==> src/rtl/scanseq_pkg.sv <==
package scanseq_pkg;

    localparam int TBL_DEPTH = 64;
    localparam int IDX_W     = $clog2(TBL_DEPTH);
    localparam int CHAN_W    = 6;
    localparam int CCW_W     = CHAN_W + 1;
    localparam int CTL_W     = 16;
    localparam int BEGIN_W   = IDX_W + 1;
    localparam int IRQ_N     = 2;

    localparam logic [CHAN_W-1:0] EOQ_CHAN   = '1;
    localparam logic [IDX_W-1:0]  LAST_IDX   = IDX_W'(TBL_DEPTH - 1);
    localparam logic [CTL_W-1:0]  CTL_RESET  = CTL_W'(TBL_DEPTH);

    // control word, MSB first
    typedef struct packed {
        logic               cie;
        logic               pie;
        logic               arm;
        logic [4:0]         mode;
        logic               resume;
        logic [BEGIN_W-1:0] begin_idx;
    } ctl_t;

    typedef struct packed {
        logic              pause;
        logic [CHAN_W-1:0] chan;
    } ccw_t;

    typedef struct packed {
        logic enabled;
        logic single;
        logic cont;
        logic use_ext;
    } mode_dec_t;

    typedef enum logic [2:0] {
        S_IDLE,
        S_ISSUE,
        S_BUSY,
        S_WAIT,
        S_SUSP
    } seq_state_t;

    function automatic mode_dec_t decode_mode(input logic [4:0] m);
        mode_dec_t d;
        d = '0;
        case (m)
            5'b00001: begin d.enabled = 1'b1; d.single = 1'b1; end
            5'b00010: begin d.enabled = 1'b1; d.single = 1'b1; d.use_ext = 1'b1; end
            5'b10001: begin d.enabled = 1'b1; d.cont   = 1'b1; end
            default:  d = '0;
        endcase
        return d;
    endfunction

    function automatic logic [CTL_W-1:0] ctl_readback(input ctl_t c);
        ctl_t r;
        r     = c;
        r.arm = 1'b0;
        return r;
    endfunction

endpackage

==> src/rtl/ccw_table.sv <==
module ccw_table #(
    parameter int DEPTH = 64,
    parameter int WIDTH = 7,
    localparam int AW   = $clog2(DEPTH)
) (
    input  logic             clk,
    input  logic             rst,
    input  logic             we,
    input  logic [AW-1:0]    waddr,
    input  logic [WIDTH-1:0] wdata,
    input  logic [AW-1:0]    raddr,
    output logic [WIDTH-1:0] rdata
);

    logic [WIDTH-1:0] mem [DEPTH];

    for (genvar i = 0; i < DEPTH; i++) begin : g_ent
        always_ff @(posedge clk) begin
            if (rst) begin
                mem[i] <= '0;
            end else if (we && (waddr == AW'(i))) begin
                mem[i] <= wdata;
            end
        end
    end

    assign rdata = mem[raddr];

endmodule

==> src/rtl/q2_ctl_reg.sv <==
module q2_ctl_reg
    import scanseq_pkg::*;
(
    input  logic             clk,
    input  logic             rst,
    input  logic             we,
    input  logic [CTL_W-1:0] wdata,
    input  logic             arm_clr,
    input  logic             eoq_evt,
    input  logic             idle,
    output ctl_t             ctl,
    output logic [CTL_W-1:0] rdata,
    output logic             res_lat,
    output logic             mode_chg
);

    ctl_t wr;
    logic relatch;

    assign wr       = ctl_t'(wdata);
    assign mode_chg = we && (wr.mode != ctl.mode);
    assign relatch  = idle || eoq_evt || mode_chg;
    assign rdata    = ctl_readback(ctl);

    always_ff @(posedge clk) begin
        if (rst) begin
            ctl <= ctl_t'(CTL_RESET);
        end else if (we) begin
            ctl <= wr;
        end else if (arm_clr) begin
            ctl.arm <= 1'b0;
        end
    end

    always_ff @(posedge clk) begin
        if (rst) begin
            res_lat <= 1'b0;
        end else if (relatch) begin
            res_lat <= we ? wr.resume : ctl.resume;
        end
    end

endmodule

==> src/rtl/irq_flags.sv <==
module irq_flags #(
    parameter int N = 2
) (
    input  logic         clk,
    input  logic         rst,
    input  logic [N-1:0] set,
    input  logic [N-1:0] clr,
    output logic [N-1:0] flag
);

    for (genvar i = 0; i < N; i++) begin : g_flag
        always_ff @(posedge clk) begin
            if (rst) begin
                flag[i] <= 1'b0;
            end else if (set[i]) begin
                flag[i] <= 1'b1;
            end else if (clr[i]) begin
                flag[i] <= 1'b0;
            end
        end
    end

endmodule

==> src/rtl/q2_seq_fsm.sv <==
module q2_seq_fsm
    import scanseq_pkg::*;
(
    input  logic             clk,
    input  logic             rst,
    input  ctl_t             ctl,
    input  logic             res_lat,
    input  logic             mode_chg,
    input  ccw_t             ccw,
    input  logic             sw_trig,
    input  logic             ext_trig,
    input  logic             q1_active,
    input  logic             conv_done,
    output logic [IDX_W-1:0] rd_idx,
    output logic             conv_start,
    output logic             conv_abort,
    output logic             set_done,
    output logic             set_pause,
    output logic             arm_clr,
    output logic             eoq_evt,
    output logic             idle
);

    seq_state_t       state, state_n;
    logic [IDX_W-1:0] ptr, ptr_n;
    logic [IDX_W-1:0] subq, subq_n;
    logic             q1_q;
    logic             fin;
    mode_dec_t        dec;
    logic             trig_hit;
    logic             q2_empty;
    logic             q1_rise;
    logic [IDX_W-1:0] bq;

    assign dec      = decode_mode(ctl.mode);
    assign trig_hit = dec.enabled && (dec.use_ext ? ext_trig : sw_trig);
    assign q2_empty = ctl.begin_idx[BEGIN_W-1];
    assign bq       = ctl.begin_idx[IDX_W-1:0];
    assign q1_rise  = q1_active && !q1_q;
    assign rd_idx   = ptr;
    assign idle     = (state == S_IDLE);

    always_comb begin
        state_n    = state;
        ptr_n      = ptr;
        subq_n     = subq;
        conv_start = 1'b0;
        conv_abort = 1'b0;
        set_pause  = 1'b0;
        fin        = 1'b0;
        case (state)
            S_IDLE: begin
                if (trig_hit && !q2_empty && (dec.cont || ctl.arm)) begin
                    ptr_n   = bq;
                    subq_n  = bq;
                    state_n = S_ISSUE;
                end
            end
            S_ISSUE: begin
                if (!q1_active) begin
                    if (ccw.chan == EOQ_CHAN) begin
                        fin = 1'b1;
                    end else begin
                        conv_start = 1'b1;
                        state_n    = S_BUSY;
                    end
                end
            end
            S_BUSY: begin
                if (q1_rise) begin
                    conv_abort = 1'b1;
                    ptr_n      = res_lat ? ptr : subq;
                    state_n    = S_SUSP;
                end else if (conv_done) begin
                    set_pause = ccw.pause && ctl.pie;
                    if (ptr == LAST_IDX) begin
                        fin = 1'b1;
                    end else begin
                        ptr_n = ptr + IDX_W'(1);
                        if (ccw.pause) begin
                            subq_n  = ptr + IDX_W'(1);
                            state_n = S_WAIT;
                        end else begin
                            state_n = S_ISSUE;
                        end
                    end
                end
            end
            S_WAIT: begin
                if (trig_hit) begin
                    state_n = S_ISSUE;
                end
            end
            S_SUSP: begin
                if (!q1_active) begin
                    state_n = S_ISSUE;
                end
            end
            default: state_n = S_IDLE;
        endcase

        eoq_evt  = fin;
        set_done = fin && ctl.cie;
        arm_clr  = fin && dec.single;
        if (fin) begin
            if (dec.cont && !q2_empty) begin
                ptr_n   = bq;
                subq_n  = bq;
                state_n = S_ISSUE;
            end else begin
                state_n = S_IDLE;
            end
        end

        if (mode_chg) begin
            state_n    = S_IDLE;
            conv_start = 1'b0;
            conv_abort = conv_abort || (state == S_BUSY);
        end
    end

    always_ff @(posedge clk) begin
        if (rst) begin
            state <= S_IDLE;
            ptr   <= '0;
            subq  <= '0;
            q1_q  <= 1'b0;
        end else begin
            state <= state_n;
            ptr   <= ptr_n;
            subq  <= subq_n;
            q1_q  <= q1_active;
        end
    end

endmodule

==> src/rtl/scan_sequencer.sv <==
module scan_sequencer
    import scanseq_pkg::*;
(
    input  logic              clk,
    input  logic              rst,
    input  logic              ctl_we,
    input  logic [CTL_W-1:0]  ctl_wdata,
    output logic [CTL_W-1:0]  ctl_rdata,
    input  logic              tbl_we,
    input  logic [IDX_W-1:0]  tbl_waddr,
    input  logic [CCW_W-1:0]  tbl_wdata,
    input  logic              sw_trig,
    input  logic              ext_trig,
    input  logic              q1_active,
    output logic              conv_start,
    output logic [CHAN_W-1:0] conv_chan,
    output logic              conv_abort,
    input  logic              conv_done,
    output logic              irq_done,
    output logic              irq_pause,
    input  logic [IRQ_N-1:0]  irq_clr
);

    ctl_t             ctl;
    logic             res_lat;
    logic             mode_chg;
    logic [IDX_W-1:0] rd_idx;
    logic [CCW_W-1:0] rd_word;
    ccw_t             ccw;
    logic             set_done, set_pause;
    logic             arm_clr, eoq_evt, idle;
    logic [IRQ_N-1:0] flags;

    assign ccw       = ccw_t'(rd_word);
    assign conv_chan = ccw.chan;

    ccw_table #(.DEPTH(TBL_DEPTH), .WIDTH(CCW_W)) u_table (
        .clk   (clk),
        .rst   (rst),
        .we    (tbl_we),
        .waddr (tbl_waddr),
        .wdata (tbl_wdata),
        .raddr (rd_idx),
        .rdata (rd_word)
    );

    q2_ctl_reg u_ctl (
        .clk      (clk),
        .rst      (rst),
        .we       (ctl_we),
        .wdata    (ctl_wdata),
        .arm_clr  (arm_clr),
        .eoq_evt  (eoq_evt),
        .idle     (idle),
        .ctl      (ctl),
        .rdata    (ctl_rdata),
        .res_lat  (res_lat),
        .mode_chg (mode_chg)
    );

    q2_seq_fsm u_fsm (
        .clk        (clk),
        .rst        (rst),
        .ctl        (ctl),
        .res_lat    (res_lat),
        .mode_chg   (mode_chg),
        .ccw        (ccw),
        .sw_trig    (sw_trig),
        .ext_trig   (ext_trig),
        .q1_active  (q1_active),
        .conv_done  (conv_done),
        .rd_idx     (rd_idx),
        .conv_start (conv_start),
        .conv_abort (conv_abort),
        .set_done   (set_done),
        .set_pause  (set_pause),
        .arm_clr    (arm_clr),
        .eoq_evt    (eoq_evt),
        .idle       (idle)
    );

    irq_flags #(.N(IRQ_N)) u_irq (
        .clk  (clk),
        .rst  (rst),
        .set  ({set_pause, set_done}),
        .clr  (irq_clr),
        .flag (flags)
    );

    assign irq_done  = flags[0];
    assign irq_pause = flags[1];

endmodule

==> config.mk <==
export PLATFORM = sky130hd
export DESIGN_NAME = scan_sequencer
export DESIGN_NICKNAME = d
export VERILOG_FILES = /design/src/rtl/scanseq_pkg.sv /design/src/rtl/ccw_table.sv /design/src/rtl/q2_ctl_reg.sv /design/src/rtl/irq_flags.sv /design/src/rtl/q2_seq_fsm.sv /design/src/rtl/scan_sequencer.sv
export SDC_FILE = /design/constraint.sdc
export NUM_CORES = 1
export LEC_CHECK = 0
export BUFFER_PORTS_ARGS = -buffer_cell sky130_fd_sc_hd__buf_2
export CAP_MARGIN = 20
export CORE_MARGIN = 1
export CORE_UTILIZATION = 45
export CTS_CLUSTER_SIZE = 8
export DETAILED_ROUTE_END_ITERATION = 7
export PLACE_DENSITY = 0.71
export SLEW_MARGIN = 20
export SYNTH_ARGS = -nofsm -noshare
export SYNTH_HDL_FRONTEND = slang
export SYNTH_SLANG_ARGS = --single-unit
==> constraint.sdc <==
create_clock -name clk -period 3.1 [get_ports clk]
set_input_delay 0.155 -clock clk [delete_from_list [all_inputs] [get_ports clk]]
set_output_delay 0.155 -clock clk [all_outputs]
set_load 0.01 [all_outputs]
## Yosys cells after proc, flatten, opt, wreduce, memory -nomap -nowiden

Memories as Yosys holds them, arrays and structs flattened. A register that Yosys moved wholly into a read port is not among the register bits.
Cells that the tools add are included.

- Memories kept: 1
- Output and inout port bits: 26
- Input bits: 39
- Bits in registers: 35
- RAM bits: 448

Memory list:

| name | depth | width | rd ports | clocked after memory_dff | write ports | RTL line | source |
|---|---|---|---|---|---|---|---|
| u_table.mem | 64 | 7 | 1 | 1 | 64 | ccw_table.sv:15 | `logic [WIDTH-1:0] mem [DEPTH];` |

- Equal/unequal tests: 80
- Bitwise operators: 64
- Add/subtract/negate cells: 1
- Reductions and logical operators: 88
- Multiplexer cells: 315

Operators by type and width:

| kind | number |
|---|---|
| $mux W7 | 64 |
| $mux W1 | 222 |
| $eq A6 B6 Y1 const B | 34 |
| $eq A6 B5 Y1 const B | 16 |
| $mux W6 | 15 |
| $logic_and A1 B1 Y1 | 73 |
| $or A1 B1 Y1 | 64 |
| $eq A6 B4 Y1 const B | 8 |
| $mux W3 | 9 |
| $eq A6 B3 Y1 const B | 4 |
| $pmux W6 S2 | 2 |
| $pmux W3 S5 | 1 |
| $eq A6 B2 Y1 const B | 2 |
| $ne A3 B3 Y1 const B | 3 |
| $ne A4 B3 Y1 const B | 2 |
| $reduce_and A7 Y1 | 1 |
| $add A6 B1 Y6 const B | 1 |
| $eq A3 B2 Y1 const B | 2 |
| $eq A6 B1 Y1 const B | 1 |
| $logic_not A6 Y1 | 1 |
| $reduce_bool A2 Y1 | 3 |
| $eq A5 B1 Y1 const B | 1 |
| $eq A5 B2 Y1 const B | 1 |
| $eq A5 B5 Y1 const B | 1 |
| 12 further kinds | 17 |

## Logic depth before layout (Yosys ltp)

Gate-level depths: netlist (run 1).

- Word-level depth: 11
- Gate-level depth with buffers: 13
- Depth with buffers taken out: 9

## Modules after synthesis

Synthesis (run 1) repeated with hierarchy kept, for this count alone.

- Cells, all modules: 1,699
- Area, all modules: 23,573.9 um^2

Modules (own cells, without submodules):

| module | area each (um^2) | seq. area each (um^2) | cells each | instances |
|---|---|---|---|---|
| ccw_table | 21,197.8 | 13,452.9 | 1,423 | 1 |
| q2_seq_fsm | 1,487.7 | 320.3 | 184 | 1 |
| q2_ctl_reg | 818.3 | 340.3 | 84 | 1 |
| irq_flags | 70.1 | 40.0 | 8 | 1 |

## Least setup slack after synthesis (run 1)

OpenSTA, ideal clock, no wires.

- Path kind: register to register
- From: register u_fsm.ptr[0], in the netlist u_fsm.rd_idx[0]
- To: register u_fsm.subq[2]
- Setup time: 0.129 ns
- Setup slack: 0.228 ns
- Buffers on the path: 3
- Clock period less this slack: 2.872 ns
- Data arrival time: 2.744 ns
- Stages on the path, launching flop included: 11
- Cell sequence: dfxtp_1 buf_6 buf_12 buf_12 mux4_2 o2111a_1 o41a_1 o21ai_0 mux2_1 o31ai_1 mux2i_1

- Cells in the longest elaborated chain, start to end: 8

Ends and longest elaborated chain:

| what | RTL line | source |
|---|---|---|
| start, declared | q2_seq_fsm.sv:25 | `logic [IDX_W-1:0] ptr, ptr_n;` |
| start signal, assigned | q2_seq_fsm.sv:130 | `ptr <= ptr_n;` |
| $add A6 B1 Y6 | q2_seq_fsm.sv:81 | `subq_n = ptr + IDX_W'(1);` |
| $mux W6 | q2_seq_fsm.sv:80 | `if (ccw.pause) begin` |
| $mux W6 | q2_seq_fsm.sv:76 | `if (ptr == LAST_IDX) begin` |
| $mux W6 | q2_seq_fsm.sv:74 | `end else if (conv_done) begin` |
| $mux W6 | q2_seq_fsm.sv:70 | `if (q1_rise) begin` |
| $pmux W6 S2 | q2_seq_fsm.sv:51 | `case (state)` |
| $mux W6 | q2_seq_fsm.sv:106 | `if (dec.cont && !q2_empty) begin` |
| $mux W6 (*) | q2_seq_fsm.sv:105 | `if (fin) begin` |
| end signal, assigned | q2_seq_fsm.sv:131 | `subq <= subq_n;` |
| end, declared | q2_seq_fsm.sv:26 | `logic [IDX_W-1:0] subq, subq_n;` |

Every way passes the cells marked *; elsewhere a longest branch is shown, timed or not.
A chain may end at the register's enable or synchronous reset.

==> results of run 1 <==
==> layer usage <==
layer  global-route usage  wire length [µm]  vias up
li1                     -                 -     6841
met1                0.323             26000     7890
met2                0.404             31400      804
met3               0.0440              5570      130
met4                0.101              2110        6
met5                    0                33        -
==> metrics by stage <==
step	instance area, µm²	cells
global route	28200	2669
detailed placement	25000	2516
finish	28200	2669
floorplan	23400	1778
global placement	25000	2516
CTS	27700	2653
==> power by group <==
group          total (W)  internal, W  switching (W)
clock network    0.00698      0.00426        0.00272
logic           0.000853     0.000322       0.000530
registers        0.00759      0.00746       0.000138
==> logic make-up (layout without fill, tap and decap cells) <==
| logic type | Yosys count | in the layout | share of synthesized area |
|---|---|---|---|
| buffers and inverters | 156 | 366 | 0.0349 |
| AND/OR/NAND/NOR | 746 | 746 | 0.179 |
| multiplexers | 168 | 168 | 0.119 |
| AO/OA/AOI/OAI | 213 | 214 | 0.0589 |
| other | 1 | 1 | 0.000160 |
| flip-flops | 483 | 483 | 0.604 |
| adder cells (fa/ha/maj) | 1 | 1 | 0.000534 |
| XOR/XNOR | 10 | 10 | 0.00374 |
==> registers in the layout (all words and copies together), names as in the netlist <==
register       count
u_irq.flag         2
u_ctl.ctl         16
u_fsm.q1_q         1
u_ctl.res_lat      1
u_fsm.rd_idx       6
u_fsm.subq         6
u_fsm.state        3
u_table.mem      448
==> cell usage in the layout, fill, tap and decap left out, drive strengths merged, types with 14 or more instances in the layout <==
cell type    Yosys  layout
nand2           70      70
mux2i           76      76
a22oi           19      19
o21ai           93      94
nor2b           16      16
nor2           120     120
nand3           22      22
mux4            87      87
edfxtp         448     448
and2           459     459
clkbuf          80      98
inv             12      14
dlygate4sd3      0      20
buf             63     231
a21oi           20      20
dfxtp           35      35
==> worst paths after layout <==
check | startpoint | slack, ns | depth (start not counted) | to
min reg2reg | u_irq.flag[0]$_SDFFE_PP0P_ | 0.48 | 2 | u_irq.flag[0]$_SDFFE_PP0P_
min | ctl_we | 0.1 | 3 | u_ctl.ctl[6]$_SDFFE_PP1P_
max | u_fsm.rd_idx[0]$_SDFF_PP0_ | -0.07 | 11 | conv_start
max reg2reg | u_fsm.rd_idx[0]$_SDFF_PP0_ | -0.03 | 14 | u_fsm.rd_idx[0]$_SDFF_PP0_
==> timing repair <==
| item | in CTS | in global routing |
|---|---|---|
| setup endpoints to repair | 16 | 16 |
| pin swaps | 12 | 37 |
| endpoints found under the hold margin | 21 | 0 |
| setup buffers | 17 | 15 |
| gates resized for setup | 49 | 70 |
| hold buffers | 20 | 0 |
| cloned | 4 | 7 |
==> layout make-up <==
type | instances | area [µm²]
Fill cell | 4015 | 23200
Clock inverter | 4 | 41.3
Tap cell | 680 | 851
Clock buffer | 92 | 1920
Sequential cell | 483 | 14200
Timing Repair Buffer | 257 | 2270
Inverter | 13 | 48.8
Multi-Input combinational cell | 1140 | 8950
==> worst register-to-register path: stages, from the launching register on <==
cell	delay (ns)
dfxtp_4	0.38
buf_12	0.17
buf_16	0.15
mux4_2	0.52
a22oi_2	0.29
nand2_1	0.13
a32o_2	0.26
o2111ai_2	0.09
buf_4	0.17
buf_6	0.10
buf_6	0.09
nor4_4	0.04
or2_4	0.29
buf_6	0.14
o31ai_4	0.22
==> impl_metrics.ini, run 1 <==
[detailed_routing]
drtIter0Drc = 1884
vias_per_cell = 5.87
firstDrtPassIters = 7
drc = 0
ant_nets = 0
wirelength_um = 65100
vias = 15671
wl_per_cell_um = 24.4

[setup_path]
worstSetupPathType = reg2out
slowest_stage = mux4_2
cp_slowest_stage_delay_ns = 0.38
crit_family = buffers and inverters
critPathMaxFanout = 5
end_kind = output port
start_kind = flop
path_cells = clkbuf_16, clkbuf_16, buf_12, mux4_2, o221ai_2, buf_4, o32ai_4, nand4b_1, nor3_4, nor2_4, buf_6
cp_data_required_time_ns = 2.94
crit_buf_inv = 5
crit_top_cell = clkbuf_16
arrival_ns = 3.02

[yosys]
syn-num-nets = 1818
yosysMostFrequentCell = and2_1
ys_seq_area_frac = 0.604
synth-main-ff-cell = edfxtp_1
ys_types = 70
synth.area.top_cells = edfxtp_1 (57%), and2_1 (12%), mux4_2 (8.4%)
async_flop_share = 0
syn_inst = 1778
synth_top_area_share = 0.574
ys_top_cells_by_count = and2_1 (459), edfxtp_1 (448), nor2_1 (119)
syn-cell-area_um2 = 23400
ys_ff_latch = 483
synth_edf_count = 448
syn_area_per_cell_um2 = 13.2
synth_top_area_cell = edfxtp_1
ys.warnings.count = 0

[grt]
grtUsageTotal = 0.246
grt_pass1_vias = 15784
antenna_found_initial = 3
overflow = 0
grt_pass1_wl_um = 97200
grt_max_degree = 65

[die]
die_x_um = 230
start_util = 0.456
io-pin-count = 65
die_height_um = 230
die-area_um2 = 53000
core_area_um2 = 51400
fp-row-count = 83

[clock_network]
clock_latency_ns = 0.60
clock-sinks = 483
clkTransAtPathRegs_ns = 0.05
htreeDepth = 3
cts_buffers = 70
cts_max_path_buffers = 3
cts_tree = yes
clockRootBuffer = clkbuf_16

[timing]
rsz0062_at_grt = true
finalMaxSlewViolations = 0
holdWs_ns = 0.0981
setup_viol = 6
finalHoldViolations = 0
final.setup.tns_ns = -0.173
slew-limit-headroom = 0.250
fmax_ghz = 0.315
finalCritPeriodShare = 1.02
fin_ws_ns = -0.0749
tightest_slew_ns = 1.11
fin_skew_ns = 0.0206
period_needed_ns = 3.17

[placement]
hpwl_um = 41800
gp_congestion = 0.919
port_buffers = 63
pre_cts_slack_ns = -0.172

[layout]
drive_gt1_frac = 0.247
fin_nets = 2005
diodes = 0
syn_to_final_growth_pct = 20.6
fin_util = 0.549

[run_status]
outcome = finished, violations left
violations = setup timing

[min_path]
min_path_type = in2reg

[pwr]
powerDensity_nw_per_um2 = 546
total_power_w = 0.0154
p_leak_nw = 9.78
peakVddDrop_uv = 310

[flow_run]
drv_cap = 0
No activity file was read; power rests on OpenSTA's default activity.
==> run 2, diff against run 1 <==
--- a/config.mk
+++ b/config.mk
@@ -7,11 +7,14 @@
 export LEC_CHECK = 0
 export BUFFER_PORTS_ARGS = -buffer_cell sky130_fd_sc_hd__buf_2
 export CAP_MARGIN = 20
+export CELL_PAD_IN_SITES_DETAIL_PLACEMENT = 0
+export CELL_PAD_IN_SITES_GLOBAL_PLACEMENT = 1
 export CORE_MARGIN = 1
 export CORE_UTILIZATION = 45
 export CTS_CLUSTER_SIZE = 8
 export DETAILED_ROUTE_END_ITERATION = 7
-export PLACE_DENSITY = 0.71
+export GPL_TIMING_DRIVEN = 1
+export PLACE_DENSITY = 0.8
 export SLEW_MARGIN = 20
 export SYNTH_ARGS = -nofsm -noshare
 export SYNTH_HDL_FRONTEND = slang
==> impl_metrics.ini, run 2 (same netlist as run 1, synthesis figures left out) <==
[run_status]
outcome = finished, violations left
violations = setup timing

[setup_path]
crit_top_cell = buf_12
cp.depth = 11
crit_buf_inv = 4
crit_family = compound AO/OA/AOI/OAI gates
timing.rr.end = u_fsm.subq[0]$_SDFF_PP0_
worstSetupPathType = reg2out
cp_data_required_time_ns = 2.94
slowest_stage = mux4_2
cp_slowest_stage_delay_ns = 0.53
end_kind = output port
worst-r2r-setup-slack_ns = -0.11
critPathMaxFanout = 7
arrival_ns = 3.07
r2r_start = u_fsm.rd_idx[0]$_SDFF_PP0_
start_kind = flop
path_cells = buf_12, buf_12, mux4_2, a22oi_2, nand2_2, a32o_2, o2111ai_2, buf_4, nor3_4, nor2_1, buf_2
worstRegToRegCells = 11

[timing]
finalCritPeriodShare = 1.04
tightest_slew_ns = 1.16
rsz0062_at_grt = true
fmax_ghz = 0.310
period_needed_ns = 3.23
fin_skew_ns = 0.0286
finalMaxSlewViolations = 0
setup_viol = 8
fin_ws_ns = -0.127
slew-limit-headroom = 0.222
finalHoldViolations = 0
holdWs_ns = 0.0849

[die]
core_area_um2 = 51400
die_height_um = 230
die-area_um2 = 53000
start_util = 0.456
die_x_um = 230
io-pin-count = 65
fp-row-count = 83

[clock_network]
cts_tree = yes
cts_max_path_buffers = 3
clockRootBuffer = clkbuf_16
clock_latency_ns = 0.62
htreeDepth = 3
clkTransAtPathRegs_ns = 0.05
clock-sinks = 483
cts_buffers = 70

[layout]
fin_nets = 1996
top_register = u_table.mem
drive_gt1_frac = 0.233
most-common-layout-cells = and2_1 (456), edfxtp_1 (448), buf_4 (139)
largest_register_ffs = 448
finalInstanceArea_um2 = 27700
diodes = 0
syn_to_final_growth_pct = 18.3
reg.largest.list = u_table.mem x448, u_ctl.ctl x16
layout_commonest_cell = and2_1

[placement]
gp_congestion = 0.918
hpwl_um = 44400
port_buffers = 63
place_area_um2 = 25100

[grt]
grtUsageTotal = 0.250
grt_pass1_vias = 15786
overflow = 0
grt_pass1_wl_um = 98200
antenna_found_initial = 0
grt_max_degree = 51

[min_path]
hp-start = rst
min_path_cells = 3
whs_endpoint = u_fsm.q1_q$_SDFF_PP0_
min_path_type = in2reg

[detailed_routing]
vias_per_cell = 5.81
ant_nets = 0
drtIter0Drc = 1788
firstDrtPassIters = 5
wl_per_cell_um = 24.6
wirelength_um = 65300
vias = 15420
drc = 0

[pwr]
p_leak_nw = 9.63
peakVddDrop_uv = 380
powerDensity_nw_per_um2 = 554
total_power_w = 0.0154

[flow_run]
drv_cap = 0
## run 2: cell types whose count changed in the layout (fill, tap and decap cells not counted), moves of 4 or more
cell	before	now
clkbuf_16	80	72
o21ai_0	84	78
clkbuf_1	18	13
mux2i_1	67	72
o21ai_1	7	12
buf_16	4	0
nor2b_2	4	0
o32ai_2	1	5
o32ai_4	4	0
## run 2: layer usage
metal | share of wire | wire length (µm) | global-route usage | vias to the layer above
met5 | 0 | 0 | 0 | -
met2 | 0.50 | 32400 | 0.421 | 752
met4 | 0.033 | 2150 | 0.0981 | 0
met3 | 0.076 | 4990 | 0.0403 | 129
li1 | - | - | - | 6822
met1 | 0.40 | 25800 | 0.325 | 7717
## run 2: final cells by class
class	instances	area, µm²
Fill cell	4202	23700
Sequential cell	483	14200
Timing Repair Buffer	249	2000
Tap cell	680	851
Multi-Input combinational cell	1139	8730
Clock buffer	84	1830
Inverter	13	48.8
Clock inverter	7	95.1
## run 2: power by group
| group | switching, W | internal [W] | leakage (nW) | total, W |
|---|---|---|---|---|
| Sequential | 0.000136 | 0.00746 | 4.55 | 0.00759 |
| Combinational | 0.000533 | 0.000312 | 4.14 | 0.000845 |
| Clock | 0.00280 | 0.00412 | 0.937 | 0.00692 |
| Total | 0.00347 | 0.0119 | 9.63 | 0.0154 |
## run 2: worst max path at each step
stage	from	to	slack (ns)
floorplan	u_fsm.rd_idx[0]$_SDFF_PP0_	u_fsm.subq[2]$_SDFF_PP0_	0.23
global placement	u_fsm.rd_idx[0]$_SDFF_PP0_	u_fsm.rd_idx[1]$_SDFF_PP0_	-0.28
detailed placement	u_fsm.rd_idx[0]$_SDFF_PP0_	u_fsm.rd_idx[1]$_SDFF_PP0_	-0.24
CTS	u_fsm.rd_idx[0]$_SDFF_PP0_	conv_start	-0.15
global route	u_fsm.rd_idx[0]$_SDFF_PP0_	conv_start	-0.19
finish	u_fsm.rd_idx[0]$_SDFF_PP0_	conv_start	-0.13
## run 2: what timing repair did
item                       in CTS  in global routing
resized for setup              45                 30
setup endpoints to repair      18                 22
buffers inserted               10                  9
hold endpoints to repair       20                  0
pin swaps                      16                 16
hold buffers                   20                  0
cloned                          1                  1
## run 2: metrics by stage
stage | TNS (ns) | util | worst slack [ns] | std cells
after floorplan | 0 | - | 0.228 | 1778
after global placement | -0.555 | 0.488 | -0.280 | 2525
after detailed placement | -0.651 | 0.488 | -0.243 | 2525
after CTS | -0.937 | 0.535 | -0.150 | 2646
after global routing | -1.44 | 0.539 | -0.191 | 2655
final | -0.477 | 0.539 | -0.127 | 2655
## run 2: worst min-delay path, stage by stage
cell and delay (ns):
buf_2 0.11, buf_4 0.24, nor2b_1 0.14
